**src/rtl/cmi_pkg.sv**
```systemverilog
package cmi_pkg;
  localparam int unsigned MODE_W = 3;
  localparam logic [MODE_W-1:0] MODE_CMI_A = 3'b100;
  localparam logic [MODE_W-1:0] MODE_CMI_B = 3'b101;
  // symbol bit 1 = first half, bit 0 = second half
  localparam logic [1:0] SYM_ZERO     = 2'b01;
  localparam logic [1:0] SYM_ZERO_INV = 2'b10;

  function automatic logic is_cmi(input logic [MODE_W-1:0] m);
    return (m == MODE_CMI_A) || (m == MODE_CMI_B);
  endfunction
endpackage

```
**src/rtl/cmi_req_sync.sv**
```systemverilog
module cmi_req_sync #(
  parameter int unsigned SYNC_STAGES = 2
) (
  input  logic clk_i,
  input  logic rst_ni,
  input  logic req_i,
  input  logic consume_i,
  output logic pend_o
);
  logic [SYNC_STAGES:0] chain_q;
  logic                 rise;
  logic                 pend_q;

  always_ff @(posedge clk_i or negedge rst_ni) begin
    if (!rst_ni) chain_q <= '0;
    else         chain_q <= {chain_q[SYNC_STAGES-1:0], req_i};
  end

  assign rise = chain_q[SYNC_STAGES-1] & ~chain_q[SYNC_STAGES];

  // a fresh edge wins over a consume on the same cycle
  always_ff @(posedge clk_i or negedge rst_ni) begin
    if (!rst_ni)        pend_q <= 1'b0;
    else if (rise)      pend_q <= 1'b1;
    else if (consume_i) pend_q <= 1'b0;
  end

  assign pend_o = pend_q;

  p_one_shot_r6: assert property (@(posedge clk_i) disable iff (!rst_ni)
    (consume_i && !rise) |=> !pend_o);
endmodule

```
**src/rtl/cmi_sym_enc.sv**
```systemverilog
module cmi_sym_enc (
  input  logic       clk_i,
  input  logic       rst_ni,
  input  logic       load_i,
  input  logic       cmi_i,
  input  logic       bit_i,
  input  logic       viol_i,
  output logic [1:0] sym_o,
  output logic       ones_lvl_o
);
  import cmi_pkg::*;

  logic       lvl_q, lvl_nxt;
  logic [1:0] sym_q, sym_n;

  always_comb begin
    lvl_nxt = viol_i ? lvl_q : ~lvl_q;
    if (!cmi_i)     sym_n = {bit_i, bit_i};
    else if (bit_i) sym_n = {lvl_nxt, lvl_nxt};
    else            sym_n = viol_i ? SYM_ZERO_INV : SYM_ZERO;
  end

  always_ff @(posedge clk_i or negedge rst_ni) begin
    if (!rst_ni) begin
      sym_q <= 2'b00;
      lvl_q <= 1'b0;
    end else if (load_i) begin
      sym_q <= sym_n;
      if (cmi_i && bit_i) lvl_q <= lvl_nxt;
    end
  end

  assign sym_o      = sym_q;
  assign ones_lvl_o = lvl_q;

  p_lvl_keep_r8: assert property (@(posedge clk_i) disable iff (!rst_ni)
    (load_i && cmi_i && bit_i && viol_i) |=> (lvl_q == $past(lvl_q)));
endmodule

```
**src/rtl/cmi_line_encoder.sv**
```systemverilog
module cmi_line_encoder #(
  parameter int unsigned SYNC_STAGES = 2
) (
  input  logic                      clk_i,
  input  logic                      rst_ni,
  input  logic                      data_i,
  input  logic [cmi_pkg::MODE_W-1:0] mode_i,
  input  logic                      viol_req_i,
  output logic                      line_o,
  output logic                      bit_strobe_o
);
  import cmi_pkg::*;

  logic       ph_q;   // 1: second half, next edge loads a bit
  logic       load, cmi_sel, pend, ones_lvl;
  logic [1:0] sym;

  always_ff @(posedge clk_i or negedge rst_ni) begin
    if (!rst_ni) ph_q <= 1'b1;
    else         ph_q <= ~ph_q;
  end

  assign load    = ph_q;
  assign cmi_sel = is_cmi(mode_i);

  cmi_req_sync #(.SYNC_STAGES(SYNC_STAGES)) u_req (
    .clk_i     (clk_i),
    .rst_ni    (rst_ni),
    .req_i     (viol_req_i),
    .consume_i (load),
    .pend_o    (pend)
  );

  cmi_sym_enc u_enc (
    .clk_i      (clk_i),
    .rst_ni     (rst_ni),
    .load_i     (load),
    .cmi_i      (cmi_sel),
    .bit_i      (data_i),
    .viol_i     (pend & cmi_sel),
    .sym_o      (sym),
    .ones_lvl_o (ones_lvl)
  );

  assign line_o       = ph_q ? sym[0] : sym[1];
  assign bit_strobe_o = ph_q;

  p_zero_code_r1: assert property (@(posedge clk_i) disable iff (!rst_ni)
    (bit_strobe_o && cmi_sel && !data_i && !pend) |=> (!line_o ##1 line_o));
  p_one_alt_r2: assert property (@(posedge clk_i) disable iff (!rst_ni)
    (bit_strobe_o && cmi_sel && data_i && !pend) |=> (line_o == !$past(ones_lvl)));
  p_one_flat_r2: assert property (@(posedge clk_i) disable iff (!rst_ni)
    (bit_strobe_o && cmi_sel && data_i) |=> ##1 $stable(line_o));
  p_bypass_r4: assert property (@(posedge clk_i) disable iff (!rst_ni)
    (bit_strobe_o && !cmi_sel) |=> (line_o == $past(data_i)));
  p_viol_zero_r7: assert property (@(posedge clk_i) disable iff (!rst_ni)
    (bit_strobe_o && cmi_sel && !data_i && pend) |=> (line_o ##1 !line_o));
  p_viol_one_r8: assert property (@(posedge clk_i) disable iff (!rst_ni)
    (bit_strobe_o && cmi_sel && data_i && pend) |=> (line_o == $past(ones_lvl)));
endmodule

```
**config.mk**
```make
export PLATFORM = sky130hd
export DESIGN_NAME = cmi_line_encoder
export DESIGN_NICKNAME = d
export VERILOG_FILES = /design/src/rtl/cmi_pkg.sv /design/src/rtl/cmi_req_sync.sv /design/src/rtl/cmi_sym_enc.sv /design/src/rtl/cmi_line_encoder.sv
export SDC_FILE = /design/constraint.sdc
export NUM_CORES = 1
export LEC_CHECK = 0
export BUFFER_PORTS_ARGS = -buffer_cell sky130_fd_sc_hd__buf_4
export CAP_MARGIN = 10
export CORE_AREA = 2 2 39 41
export DETAILED_ROUTE_END_ITERATION = 6
export DIE_AREA = 0 0 41 43
export HOLD_SLACK_MARGIN = 0.1
export PLACE_DENSITY = 0.43
export SLEW_MARGIN = 20
export SYNTH_ARGS = -nofsm -noshare
export SYNTH_HDL_FRONTEND = slang
export SYNTH_SLANG_ARGS = --single-unit
export TNS_END_PERCENT = 100
```
**constraint.sdc**
```tcl
create_clock -name clk_i -period 2.25 [get_ports clk_i]
set_input_delay 0.3375 -clock clk_i [delete_from_list [all_inputs] [get_ports clk_i]]
set_output_delay 0.3375 -clock clk_i [all_outputs]
set_load 0.01 [all_outputs]
```
**Word level (Yosys, flattened, before mapping)**

Cells that the tools add are included.

- Add/sub/neg operators: 0
- $mul: 0
- Div/mod/pow operators: 0
- Magnitude comparators: 0
- Equality and inequality tests: 2
- Shift operators: 0
- Muxes and demuxes: 7
- Bitwise gates (word level): 5
- Reduce and logical (&&, ||, !) cells: 4

Operators with widths:

| kind | number |
|---|---|
| $eq A3 B3 Y1 const B | 2 |
| $mux W2 | 3 |
| $mux W1 | 4 |
| $not A1 Y1 | 3 |
| $and A1 B1 Y1 | 2 |
| $reduce_and A2 Y1 | 1 |
| $reduce_bool A2 Y1 | 1 |
| $logic_and A1 B1 Y1 | 1 |
| $logic_or A1 B1 Y1 | 1 |

- Register bits: 8
- Latch bits: 0
- Memory bits (writable): 0
- Memory bits (read-only): 0
- Input bits: 7
- Output and inout bits: 2
- Word-level logic and storage cells: 23
- Memories kept: 0

**Depth between registers and ports, before layout**

- Depth after elaboration: 6
- Mapped depth: 3
- Gate-level depth less buffers: 3

**Cells and area by module**

Synthesis repeated with hierarchy kept, for this count alone.

- Cells, all modules: 29
- Area total of the unflattened synthesis: 347.8 um^2

Modules (own cells, without submodules):

| module | times used | cells an instance | area each (um^2) | sequential area each (um^2) |
|---|---|---|---|---|
| cmi_sym_enc | 1 | 17 | 167.7 | 75.1 |
| cmi_req_sync | 1 | 7 | 120.1 | 100.1 |
| cmi_line_encoder | 1 | 5 | 60.1 | 26.3 |

**Worst setup path before layout**

Ideal clock, no wire load.

- Path kind: reg2out
- Start: reg ph_q (netlist: bit_strobe_o)
- End: out line_o
- Arrival time: 0.929 ns
- Data required time: 1.913 ns
- Setup slack: 0.984 ns
- Cell stages (with the launch flop): 3
- Buffers on the path: 0
- Path through: dfstp_2 > inv_1 > o21ai_0

- Cells in the longest elaborated chain, start to end: 1

Ends and longest elaborated chain:

| item | line | source |
|---|---|---|
| from (decl) | cmi_line_encoder.sv:14 | `logic ph_q;` |
| from (signal assigned) | cmi_line_encoder.sv:20 | `else ph_q <= ~ph_q;` |
| $mux W1 | cmi_line_encoder.sv:45 | `assign line_o = ph_q ? sym[0] : sym[1];` |
| to (decl) | cmi_line_encoder.sv:9 | `output logic line_o,` |

No other way between the ends.

**Worst setup path in the final report**

Ends and elaborated chain as after synthesis.

==> impl_metrics.env <==
export IMPL_rows=14
export IMPL_arrival_ns=1.21
export IMPL_hold_viol=0
export IMPL_async_flop_share_pct=100
export IMPL_cts_buffers=3
export IMPL_postRouteAntennaNets=0
export IMPL_synth_seq_cells=8
export IMPL_die_area_sq_mm=0.00176
export IMPL_grt_pass1_wl_microns=917
export IMPL_gr_total_overflow=0
export IMPL_vias=248
export IMPL_intPower_uw=256
export IMPL_route_detailed_drc=0
export IMPL_post_route_period_util_pct=68.6
export IMPL_rrSetupSlack_ns=1.06
export IMPL_drive_above_1_share_pct=32.5
export IMPL_nFillCells=149
export IMPL_comb_power_share_pct=13.6
export IMPL_cts_resized=0
export IMPL_seqPwrFrac_pct=52.6
export IMPL_reg2reg_depth=3
export IMPL_yosys_top_cells_area="dfrtp_1 (53%), dfstp_2 (8.0%), inv_1 (4.6%), nand3b_1 (4.6%), nor3b_2 (3.8%)"
export IMPL_fin_skew_ns=0.00656
export IMPL_fin_area_sq_um=438
export IMPL_synth_most_common_cell="dfrtp_1"
export IMPL_slew_violations=0
export IMPL_grt_max_degree=9
export IMPL_wl_per_cell_microns=9.45
export IMPL_end_kind="output pin"
export IMPL_track_usage_pct=8.04
export IMPL_place_hpwl_microns=426
export IMPL_r2r_end="u_enc.sym_o[0]"
export IMPL_synth_top_area_share_pct=53.2
export IMPL_wl_microns=529
export IMPL_clk_latency_ns=0.25
export IMPL_hold_end="u_req.chain_q[0]"
export IMPL_cts_root_buf="clkbuf_4"
export IMPL_first_global_vias=257
export IMPL_htree_levels=1
export IMPL_netlist_top_cells_count="dfrtp_1 (7), inv_1 (4), a21oi_1 (2), nand3b_1 (2)"
export IMPL_first_pass_iters=2
export IMPL_clock_sinks=8
export IMPL_top_usage_layer="met2"
export IMPL_core_area_sq_mm=0.00138
export IMPL_ys_seq_area_share_pct=61.2
export IMPL_critPathLaunchType="flop"
export IMPL_swShare_pct=23.9
export IMPL_ys_types=17
export IMPL_dpl_cell_area_sq_um=402
export IMPL_cp_required_ns=1.91
export IMPL_grtUsageMet1_pct=8.39
export IMPL_grtUsageMet2_pct=12.2
export IMPL_ios=9
export IMPL_nNetsFinal=48
export IMPL_netlist_area_sq_um=329
export IMPL_peakVddDrop_mv=0.278
export IMPL_cts_tree="built"
export IMPL_worstHoldPathType="in2reg"
export IMPL_holdPathStages=1
export IMPL_post_cts_buffers=0
export IMPL_powerDensity_mw_per_mm2=769
export IMPL_r2r_start="u_enc.ones_lvl_o"
export IMPL_tns_ns=0
export IMPL_die_h_microns=43
export IMPL_final_setup_viol_count=0
export IMPL_p_clk_share_pct=33.8
export IMPL_holdCritStartpoint="viol_req_i"
export IMPL_slew_limit_headroom_pct=84.6
export IMPL_avgSynthCellArea_sq_um=11.8
export IMPL_maxCapViolCount=0
export IMPL_io_buffer_count=7
export IMPL_viasPerCell=4.43
export IMPL_rsz0062_at_grt="false"
export IMPL_synthesis_nets=35
export IMPL_status="finished, final reports clean"
export IMPL_synth_edf_count=0
export IMPL_clock_fmax_ghz=0.648
export IMPL_syn_to_final_growth_pct=33.1
export IMPL_path_clk_slew_ns=0.05
export IMPL_p_switching_uw=80.4
export IMPL_synth_largest_area_cell="dfrtp_1"
export IMPL_antenna_cells=0
export IMPL_met3_usage_pct=3.14
export IMPL_leakage_nw=0.202
export IMPL_finalCriticalPeriod_ns=1.54
export IMPL_critPathMaxFanout=5
export IMPL_critPathKind="reg2out"
export IMPL_start_util_pct=23.8
export IMPL_gp_congestion=0.705
export IMPL_synth_warnings=0
export IMPL_worst_pin_slew_ns=0.229
export IMPL_netlist_instances=28
export IMPL_drt_iter0_markers=2
export IMPL_clockBufferDepth=2
export IMPL_antenna_found_initial=0
export IMPL_die_w_microns=41
export IMPL_synthFlopType="dfrtp_1"
==> cells by family (layout without fill, tap and decap cells) <==
logic type / after synthesis / count (layout) / share of synthesized area, %
compound gates: 7 / 7 / 12.9
flops: 8 / 8 / 61.2
xor+xnor: 1 / 1 / 2.66
buf+inv: 4 / 16 / 4.56
simple gates: 8 / 8 / 18.6
==> layout by cell type, fill, tap and decap left out, drive strengths merged <==
master | synthesis | final
or3b | 1 | 1
dfstp | 1 | 1
dfrtp | 7 | 7
nand3b | 2 | 2
nor3 | 2 | 2
nor3b | 1 | 1
xor2 | 1 | 1
inv | 4 | 4
nand2 | 1 | 1
o31ai | 1 | 1
buf | 0 | 7
o21ai | 2 | 2
o22ai | 1 | 1
nor2b | 1 | 1
clkbuf | 0 | 4
dlygate4sd3 | 0 | 1
a21oi | 2 | 2
o32ai | 1 | 1
==> flip-flops by register name (all words and copies together), names as in the netlist <==
| name | flops |
|---|---|
| bit_strobe_o | 1 |
| u_req.chain_q | 3 |
| u_req.pend_o | 1 |
| u_enc.sym_o | 2 |
| u_enc.ones_lvl_o | 1 |
==> power by group through the flow <==
stage          Clock, mW  Combinational, mW  Sequential, mW
6_report           0.114             0.0457           0.177
5_1_grt            0.133             0.0501           0.179
4_1_cts            0.120             0.0466           0.177
3_5_place_dp           0             0.0449           0.180
3_3_place_gp           0             0.0441           0.179
2_1_floorplan          0             0.0269           0.176
==> stage by stage <==
stage / hold WS (ns) / worst slack, ns / util, % / power [mW] / std cells
after floorplan: 0.0419 / 0.984 / - / 0.203 / 28
after global placement: 0.156 / 0.947 / 29.0 / 0.224 / 51
after detailed placement: 0.159 / 0.953 / 29.0 / 0.224 / 51
after CTS: 0.189 / 0.679 / 31.6 / 0.344 / 56
after global routing: 0.181 / 0.609 / 31.6 / 0.362 / 56
final: 0.198 / 0.707 / 31.6 / 0.337 / 56
==> per-layer routing <==
metal	routed length [microns]	share of wire (%)
met5	0	0
met1	226	43
met2	275	52
met4	0	0
met3	27	5.1
==> worst max-delay path by stage <==
stage	endpoint	slack (ns)	startpoint	cells past startpoint
2_1_floorplan	line_o	0.98	bit_strobe_o	2
3_3_place_gp	line_o	0.95	bit_strobe_o	4
3_5_place_dp	line_o	0.95	bit_strobe_o	4
4_1_cts	line_o	0.68	bit_strobe_o	4
5_1_grt	line_o	0.61	bit_strobe_o	4
6_report	line_o	0.71	bit_strobe_o	4
==> repair_timing <==
item | 4_1_cts | 5_1_grt
setup endpoints to repair | 0 | 0
hold buffers | 1 | 0
hold endpoints to repair | 8 | 0
==> critical path, cell delays in order, from the launching register on <==
cell and delay [ns]:
dfstp_2 0.56, inv_1 0.09, nand2_1 0.08, o21ai_0 0.08, buf_4 0.14
==> area by class of cell <==
cell class,count,area [sq um],area share (%)
clock buffers,4,26.3,6.00
inverters,4,15.0,3.43
multi-input cells,16,113,25.7
repair buffers,8,62.6,14.3
well taps,16,20.0,4.57
flip-flops and latches,8,201,46.0
No activity file was read; power rests on OpenSTA's default activity.
